File: src/rtl/idx_cfg_pkg.sv
package idx_cfg_pkg;

    localparam int IMG_DEPTH = 64;
    localparam int IMG_DW    = 8;

    typedef enum logic [1:0] {
        HOST_IDLE,
        HOST_WAIT_SUM,
        HOST_APPLY
    } host_state_t;

    typedef enum logic [2:0] {
        SQ_IDLE,
        SQ_ADD,
        SQ_PUT_HI,
        SQ_PUT_LO,
        SQ_SPENT
    } seq_state_t;

    function automatic logic [IMG_DEPTH*IMG_DW-1:0] default_image();
        logic [IMG_DEPTH*IMG_DW-1:0] img;
        img = '0;
        for (int i = 16; i <= 44; i++) begin
            img[i*IMG_DW +: IMG_DW] = IMG_DW'((i * 29 + 7) % 256);
        end
        img[8'h0A*IMG_DW +: IMG_DW] = 8'h26;
        img[8'h0B*IMG_DW +: IMG_DW] = 8'h02;
        img[8'h0D*IMG_DW +: IMG_DW] = 8'h80;
        img[8'h32*IMG_DW +: IMG_DW] = 8'h19;
        return img;
    endfunction

endpackage

File: src/rtl/cfg_byte_store.sv
module cfg_byte_store #(
    parameter int DW = 8,
    parameter int AW = 6,
    parameter logic [(1<<AW)*DW-1:0] INIT = '0
) (
    input  logic          clk,
    input  logic          rst_n,
    input  logic          we,
    input  logic [AW-1:0] waddr,
    input  logic [DW-1:0] wdata,
    input  logic [AW-1:0] raddr_a,
    output logic [DW-1:0] rdata_a,
    input  logic [AW-1:0] raddr_b,
    output logic [DW-1:0] rdata_b
);
    localparam int DEPTH = 1 << AW;

    logic [DW-1:0] mem_q [DEPTH];

    always_ff @(posedge clk or negedge rst_n) begin
        if (!rst_n) begin
            for (int i = 0; i < DEPTH; i++) begin
                mem_q[i] <= INIT[i*DW +: DW];
            end
        end else if (we) begin
            mem_q[waddr] <= wdata;
        end
    end

    assign rdata_a = mem_q[raddr_a];
    assign rdata_b = mem_q[raddr_b];

endmodule

File: src/rtl/cfg_sum_seq.sv
module cfg_sum_seq
    import idx_cfg_pkg::*;
#(
    parameter int DW     = 8,
    parameter int AW     = 6,
    parameter int WIN_LO = 16,
    parameter int WIN_HI = 44,
    parameter int DST_HI = 46,
    parameter int DST_LO = 47
) (
    input  logic          clk,
    input  logic          rst_n,
    input  logic          start,
    output logic [AW-1:0] rd_addr,
    input  logic [DW-1:0] rd_byte,
    output logic          we,
    output logic [AW-1:0] waddr,
    output logic [DW-1:0] wdata,
    output logic          busy,
    output logic          last,
    output logic          spent
);
    localparam int SW = 2 * DW;
    localparam logic [AW-1:0] LO_A = AW'(WIN_LO);
    localparam logic [AW-1:0] HI_A = AW'(WIN_HI);

    seq_state_t    sq_q, sq_d;
    logic [AW-1:0] ptr_q;
    logic [SW-1:0] acc_q;

    always_ff @(posedge clk or negedge rst_n) begin
        if (!rst_n) sq_q <= SQ_IDLE;
        else        sq_q <= sq_d;
    end

    always_comb begin
        sq_d = sq_q;
        unique case (sq_q)
            SQ_IDLE:   if (start) sq_d = SQ_ADD;
            SQ_ADD:    if (ptr_q == HI_A) sq_d = SQ_PUT_HI;
            SQ_PUT_HI: sq_d = SQ_PUT_LO;
            SQ_PUT_LO: sq_d = SQ_SPENT;
            SQ_SPENT:  sq_d = SQ_SPENT;
            default:   sq_d = SQ_IDLE;
        endcase
    end

    always_ff @(posedge clk or negedge rst_n) begin
        if (!rst_n) begin
            ptr_q <= '0;
            acc_q <= '0;
        end else if (sq_q == SQ_IDLE && start) begin
            ptr_q <= LO_A;
            acc_q <= '0;
        end else if (sq_q == SQ_ADD) begin
            ptr_q <= ptr_q + 1'b1;
            acc_q <= acc_q + {{DW{1'b0}}, rd_byte};
        end
    end

    always_comb begin
        rd_addr = ptr_q;
        we      = (sq_q == SQ_PUT_HI) || (sq_q == SQ_PUT_LO);
        waddr   = (sq_q == SQ_PUT_HI) ? AW'(DST_HI) : AW'(DST_LO);
        wdata   = (sq_q == SQ_PUT_HI) ? acc_q[SW-1:DW] : acc_q[DW-1:0];
        busy    = (sq_q == SQ_ADD) || we;
        last    = (sq_q == SQ_PUT_LO);
        spent   = (sq_q == SQ_SPENT);
    end


    ptr_window_chk: assert property (@(posedge clk) disable iff (!rst_n)
        (sq_q == SQ_ADD) |-> (ptr_q >= LO_A && ptr_q <= HI_A));


    hi_then_lo_chk: assert property (@(posedge clk) disable iff (!rst_n)
        (sq_q == SQ_PUT_HI) |=> (sq_q == SQ_PUT_LO));


    spent_sticky_chk: assert property (@(posedge clk) disable iff (!rst_n)
        (sq_q == SQ_SPENT) |=> (sq_q == SQ_SPENT));

endmodule

File: src/rtl/idx_cfg_ram.sv
module idx_cfg_ram
    import idx_cfg_pkg::*;
#(
    parameter int DW     = 8,
    parameter int IW     = 7,
    parameter int AW     = 6,
    parameter int WIN_LO = 16,
    parameter int WIN_HI = 44,
    parameter int DST_HI = 46,
    parameter int DST_LO = 47,
    parameter logic [(1<<AW)*DW-1:0] INIT = idx_cfg_pkg::default_image()
) (
    input  logic          clk,
    input  logic          rst_n,
    input  logic          sel_data,
    input  logic          rd_stb,
    input  logic          wr_stb,
    input  logic [DW-1:0] wdata,
    output logic [DW-1:0] rdata,
    output logic          rvalid,
    output logic          ready
);
    localparam int PADW = DW - IW;

    host_state_t   hs_q, hs_d;
    logic [IW-1:0] idx_q;
    logic [AW-1:0] pend_addr_q;
    logic          pend_we_q;
    logic [DW-1:0] pend_wdata_q;
    logic [DW-1:0] rdata_q;
    logic          rvalid_q;

    logic          data_acc, seq_start, host_we, host_rd, idx_rd;
    logic [AW-1:0] host_addr;
    logic [DW-1:0] host_wdata, host_byte;

    logic          seq_we, seq_busy, seq_last, seq_spent;
    logic [AW-1:0] seq_raddr, seq_waddr;
    logic [DW-1:0] seq_wdata, seq_byte;

    logic          st_we;
    logic [AW-1:0] st_waddr;
    logic [DW-1:0] st_wdata;

    always_ff @(posedge clk or negedge rst_n) begin
        if (!rst_n) hs_q <= HOST_IDLE;
        else        hs_q <= hs_d;
    end

    always_comb begin
        data_acc   = sel_data && (rd_stb || wr_stb);
        seq_start  = 1'b0;
        host_we    = 1'b0;
        host_rd    = 1'b0;
        idx_rd     = 1'b0;
        host_addr  = idx_q[AW-1:0];
        host_wdata = wdata;
        hs_d       = hs_q;
        unique case (hs_q)
            HOST_IDLE: begin
                idx_rd = !sel_data && rd_stb && !wr_stb;
                if (data_acc && !seq_spent) begin
                    seq_start = 1'b1;
                    hs_d      = HOST_WAIT_SUM;
                end else if (data_acc) begin
                    host_we = wr_stb;
                    host_rd = !wr_stb;
                end
            end
            HOST_WAIT_SUM: if (seq_last) hs_d = HOST_APPLY;
            HOST_APPLY: begin
                host_addr  = pend_addr_q;
                host_wdata = pend_wdata_q;
                host_we    = pend_we_q;
                host_rd    = !pend_we_q;
                hs_d       = HOST_IDLE;
            end
            default: hs_d = HOST_IDLE;
        endcase
        ready = (hs_q == HOST_IDLE);
    end

    always_ff @(posedge clk or negedge rst_n) begin
        if (!rst_n) begin
            idx_q        <= '0;
            pend_addr_q  <= '0;
            pend_we_q    <= 1'b0;
            pend_wdata_q <= '0;
            rdata_q      <= '0;
            rvalid_q     <= 1'b0;
        end else begin
            rvalid_q <= host_rd || idx_rd;
            if (hs_q == HOST_IDLE && !sel_data && wr_stb) idx_q <= wdata[IW-1:0];
            if (seq_start) begin
                pend_addr_q  <= idx_q[AW-1:0];
                pend_we_q    <= wr_stb;
                pend_wdata_q <= wdata;
            end
            if (host_rd)     rdata_q <= host_byte;
            else if (idx_rd) rdata_q <= {{PADW{1'b0}}, idx_q};
        end
    end

    assign rdata  = rdata_q;
    assign rvalid = rvalid_q;

    assign st_we    = seq_we || host_we;
    assign st_waddr = seq_we ? seq_waddr : host_addr;
    assign st_wdata = seq_we ? seq_wdata : host_wdata;

    cfg_byte_store #(.DW(DW), .AW(AW), .INIT(INIT)) u_store (
        .clk     (clk),
        .rst_n   (rst_n),
        .we      (st_we),
        .waddr   (st_waddr),
        .wdata   (st_wdata),
        .raddr_a (host_addr),
        .rdata_a (host_byte),
        .raddr_b (seq_raddr),
        .rdata_b (seq_byte)
    );

    cfg_sum_seq #(
        .DW(DW), .AW(AW), .WIN_LO(WIN_LO), .WIN_HI(WIN_HI),
        .DST_HI(DST_HI), .DST_LO(DST_LO)
    ) u_seq (
        .clk     (clk),
        .rst_n   (rst_n),
        .start   (seq_start),
        .rd_addr (seq_raddr),
        .rd_byte (seq_byte),
        .we      (seq_we),
        .waddr   (seq_waddr),
        .wdata   (seq_wdata),
        .busy    (seq_busy),
        .last    (seq_last),
        .spent   (seq_spent)
    );


    busy_hides_ready_chk: assert property (@(posedge clk) disable iff (!rst_n)
        seq_busy |-> !ready);


    one_writer_chk: assert property (@(posedge clk) disable iff (!rst_n)
        !(seq_we && host_we));


    apply_after_sum_chk: assert property (@(posedge clk) disable iff (!rst_n)
        (hs_q == HOST_APPLY) |-> seq_spent);


    index_no_start_chk: assert property (@(posedge clk) disable iff (!rst_n)
        (ready && !sel_data) |=> ready);

endmodule

File: config.mk
export PLATFORM = sky130hd
export DESIGN_NAME = idx_cfg_ram
export DESIGN_NICKNAME = d
export VERILOG_FILES = /design/src/rtl/idx_cfg_pkg.sv /design/src/rtl/cfg_byte_store.sv /design/src/rtl/cfg_sum_seq.sv /design/src/rtl/idx_cfg_ram.sv
export SDC_FILE = /design/constraint.sdc
export NUM_CORES = 2
export LEC_CHECK = 0
export BUFFER_PORTS_ARGS = -buffer_cell sky130_fd_sc_hd__buf_2
export CAP_MARGIN = 20
export CORE_UTILIZATION = 64
export CTS_CLUSTER_SIZE = 12
export DETAILED_ROUTE_END_ITERATION = 8
export GPL_ROUTABILITY_DRIVEN = 0
export MAX_ROUTING_LAYER = met4
export PLACE_DENSITY = 0.82
export SLEW_MARGIN = 20
export SYNTH_ARGS = -nofsm -noshare
export SYNTH_HDL_FRONTEND = slang
export SYNTH_SLANG_ARGS = --single-unit
File: constraint.sdc
create_clock -name clk -period 6.6 [get_ports clk]
set_input_delay 1.32 -clock clk [delete_from_list [all_inputs] [get_ports clk]]
set_output_delay 1.32 -clock clk [all_outputs]
set_load 0.02 [all_outputs]
==> results.txt <==
- The cell area that synthesis handed to floorplanning was 0.0305 mm².
- Number of setup violations in the final report: 0
* Critical path fanouts, max: 41
* Net switching component of the power: 1.73 mW
- Sequential cell fraction of total power: 48.9%
* Area of the core region: 0.0468 mm²
- Worst setup path class: register to register
- Clock buffer count from CTS: 59
- For the final database, setup skew stands at 24.3 ps.
- Row generation in the floorplan step produced 79 rows.
* Initial antenna violation count: 10
- Synth Area in XOR/XNOR: 0.431%
* Required @ worst endpoint: 7130 ps
* Synth Area in Simple Gates: 12.7%
- Post-CTS timing repair inserted 0 buffers for setup.
* Number of violations reported at the end of detailed-routing iteration 0: 3613
- Synth Flop Type: dfrtp_1
- After detailed routing, the total wire length is 97700 µm.
- Clock tree from TritonCTS: done
- Violated checks: DRC
- Entering global routing, the biggest net connects 193 pins.
- Peak ir drop on the vdd network: 229 µV
- Number of optimization iterations in the first detailed-route pass: 9
- Die outline height: 220 µm
- Number of distinct standard cells referenced by the synthesized netlist: 69
* Area delta synth->final: 7.96%
* Clk_lat worst skew: 660 ps
* Vias after detailed routing: 24.8k
* Yosys reg bits: 570
* Number of nets produced by synthesis: 2784
- The finished cells cover 0.0329 mm².
- Achievable Freq: 183 MHz
- Max-slew violations: 0
* Overall overflow remaining after global route: 0
* Die extent in x: 220 µm
- In this run switching power makes up 24.1% of total power.
* RSZ-0062 raised after global routing: false
- CTS saw 570 sinks.
- The clock passes through at most 3 buffers.
- Counting flops with a built-in enable in the synthesized netlist gives 0.
- STA classifies the critical path endpoint as a register.
* Post-route DRC violation count: 1
- GRT Util Overall: 42.7%
* Worst max-slew margin expressed relative to the limit: 14.7%
- Gate count after technology mapping: 2760
* Transition time of the tightest slew-check pin: 1270 ps
- For this design the ratio of total power to cell area is 218 mW/mm².
* Logic gate share of total power: 5.3%
* Post-cts hold buffer count: 0
- Power Internal: 5.45 mW
- Class of the tightest hold or removal check: register to register
- The floorplan step defined a die boundary enclosing 0.0485 mm².
- Number of global-route vias before repair: 23.9k
- Dividing the detail-routed wire length by the instance count gives 29.2 µm.
- Num ports: 23
- Each instance of the synthesized netlist takes up on average 11.1 µm².
* Placed inst area: 0.0309 mm²
- Async set-reset flop share out of synthesis: 100%
- Gates resized during post-CTS repair numbered 0.
* Fraction of layout instances using a drive strength above 1: 26.4%
* Largest family of logic cells by synthesized area: multiplexers
* Final clock period utilization by the worst path: 82.6%
* Post-Route Setup TNS: 0 ps
* Final layout net count: 2698
- Shortest period the worst path allows: 5450 ps
* Sum of net half-perimeters after detailed placement: 63300 µm
- Dividing the detail-routed via count by the number of cells gives 7.43.
- The tree is rooted in a clkbuf_16.
* Clock Pin Slew Worst Setup and Hold Paths: 60 ps
* Critical Path Start Type: register
- The first global-routing pass estimated 148000 µm of wire.
- Buffers placed on the I/O ports in this run total 22.
- Effective utilization at floorplan: 65.2%
- Outcome: complete, but fails checks
- Final ANT Viol Nets: 0
- The synthesized netlist devotes 0.476% of its cell area to adder and majority cells.
- The clock tree synthesis step divided the H-tree into 2 levels.
- Across the run, the number of max-cap violations was 0.
- Across all hold checks on the routed design, the worst slack comes to 490 ps.
- Synthesized-area fraction occupied by ao, oa, aoi and oai cells: 11.1%
- In this run, the clock network consumes 45.8% of the power.
- Data arrives at the worst endpoint at 5980 ps.
- In the synthesized netlist, mux cells make up 24.6% of the area.
- Fraction of the yosys area taken by sequential cells: 47.3%
- Leak pwr: 13.4 nW
- Yosys Warn Count: 0
- Hold violation total from the final report: 0
==> cells in the mapped netlist (27+ instances only) <==
cell type  number  area share [%]
a21oi_1        40            0.66
buf_2          53            0.87
clkbuf_1      125             1.5
dfrtp_1       443              36
dfstp_2       127              11
mux2_2        156             5.8
mux2i_1        56             1.8
mux4_2        228              17
nand2_1       624             7.7
nand2b_1       27            0.55
nand3_1        68             1.1
nand4_1        28            0.57
nor2_1         74            0.91
o21ai_0       419             6.9
==> logic make-up (layout without fill, tap and decap cells) <==
logic type,count (synthesis),in the layout
muxes,444,444
other,0,12
AOI/OAI and AO/OA,596,596
and+or+nand+nor,896,896
DFF,570,570
xor gates and xnor gates,15,15
buffers and inverters,228,191
adders and majority gates,11,11
==> per-stage QoR <==
stage               cells  worst slack (ps)  utilization (%)  total power, mW
floorplan            2760              1820                -             3.75
global placement     3217              1310             66.2             3.92
finish               3342              1150             70.4             7.18
CTS                  3327              1250             70.2             7.14
detailed placement   3217              1290             66.2             3.93
global route         3342               854             70.4             7.33
==> flip-flops by register name, summed over array words and instances (netlist names) <==
| signal | cells |
|---|---|
| hs_q | 2 |
| idx_q | 7 |
| pend_addr_q | 6 |
| pend_wdata_q | 8 |
| pend_we_q | 1 |
| rdata | 8 |
| rvalid | 1 |
| u_seq.acc_q | 16 |
| u_seq.rd_addr | 6 |
| u_seq.sq_q | 3 |
| u_store.mem_q | 512 |
==> power by group through the flow <==
stage               sequential, mW  combinational [mW]  clock (mW)
floorplan                     3.57               0.179           0
global placement              3.57               0.348           0
detailed placement            3.57               0.355           0
CTS                           3.51               0.356        3.27
global route                  3.51               0.395        3.42
finish                        3.51               0.379        3.29
==> placed cells by master, fill, tap and decap left out, types with 6 or more instances in the layout <==
cell,count
a211o_1,6
a21oi_1,40
a22o_1,8
a22oi_1,13
a311oi_1,7
a31oi_1,8
a32o_1,6
a32oi_1,24
and3_1,9
buf_2,21
buf_4,41
clkbuf_1,26
clkbuf_16,59
clkbuf_8,16
dfrtp_1,440
dfstp_2,127
diode_2,12
ha_1,10
inv_1,10
mux2_2,156
mux2i_1,55
mux4_2,228
nand2_1,624
nand2b_1,26
nand3_1,68
nand4_1,28
nor2_1,72
nor2_2,12
nor3_1,14
nor3b_1,9
o211ai_1,14
o21a_1,8
o21ai_0,411
o21ai_1,6
o21ai_4,8
xnor2_1,6
xor2_1,9
==> critical path: stages (launching register included) <==
cell       delay [ps]
dfrtp_4           980
buf_4             400
mux4_2            540
mux4_2            560
mux4_2            520
fa_1              430
a21o_1            190
a21oi_1           220
o21bai_1          110
a2111oi_0         920
nor3b_1           170
xnor2_1           220
nor2_1             50
==> layer usage <==
layer / vias to the layer above / wire [µm] / global-route usage, %
li1: 9905 / - / -
met1: 12100 / 32000 / 51.0
met2: 2146 / 42600 / 60.2
met3: 652 / 14300 / 15.8
met4: 0 / 8810 / 29.7
met5: - / 0 / -
==> worst paths after layout <==
path,from,to,slack [ps],cells past startpoint
worst max register to register,u_seq.rd_addr[0],u_seq.acc_q[8],1150,12
max in group asynchronous,rst_n,u_store.mem_q[181],4550,3
worst min-delay path,u_store.mem_q[167],u_store.mem_q[167],490,2
worst min register to register,u_store.mem_q[167],u_store.mem_q[167],490,2
min in group asynchronous,rst_n,u_store.mem_q[509],620,1
worst max-delay path,u_seq.rd_addr[0],u_seq.acc_q[8],1150,12
==> final cells by class <==
class / count / area, µm²
clock inverter: 9 / 78.8
sequential: 570 / 14400
multi-input combinational: 1962 / 15200
inverter: 10 / 37.5
antenna: 12 / 30.0
clock buffer: 101 / 1790
tap: 607 / 759
fill: 3074 / 13800
timing repair buffer: 71 / 594
Note: power is estimated with default switching activity, not from simulation.
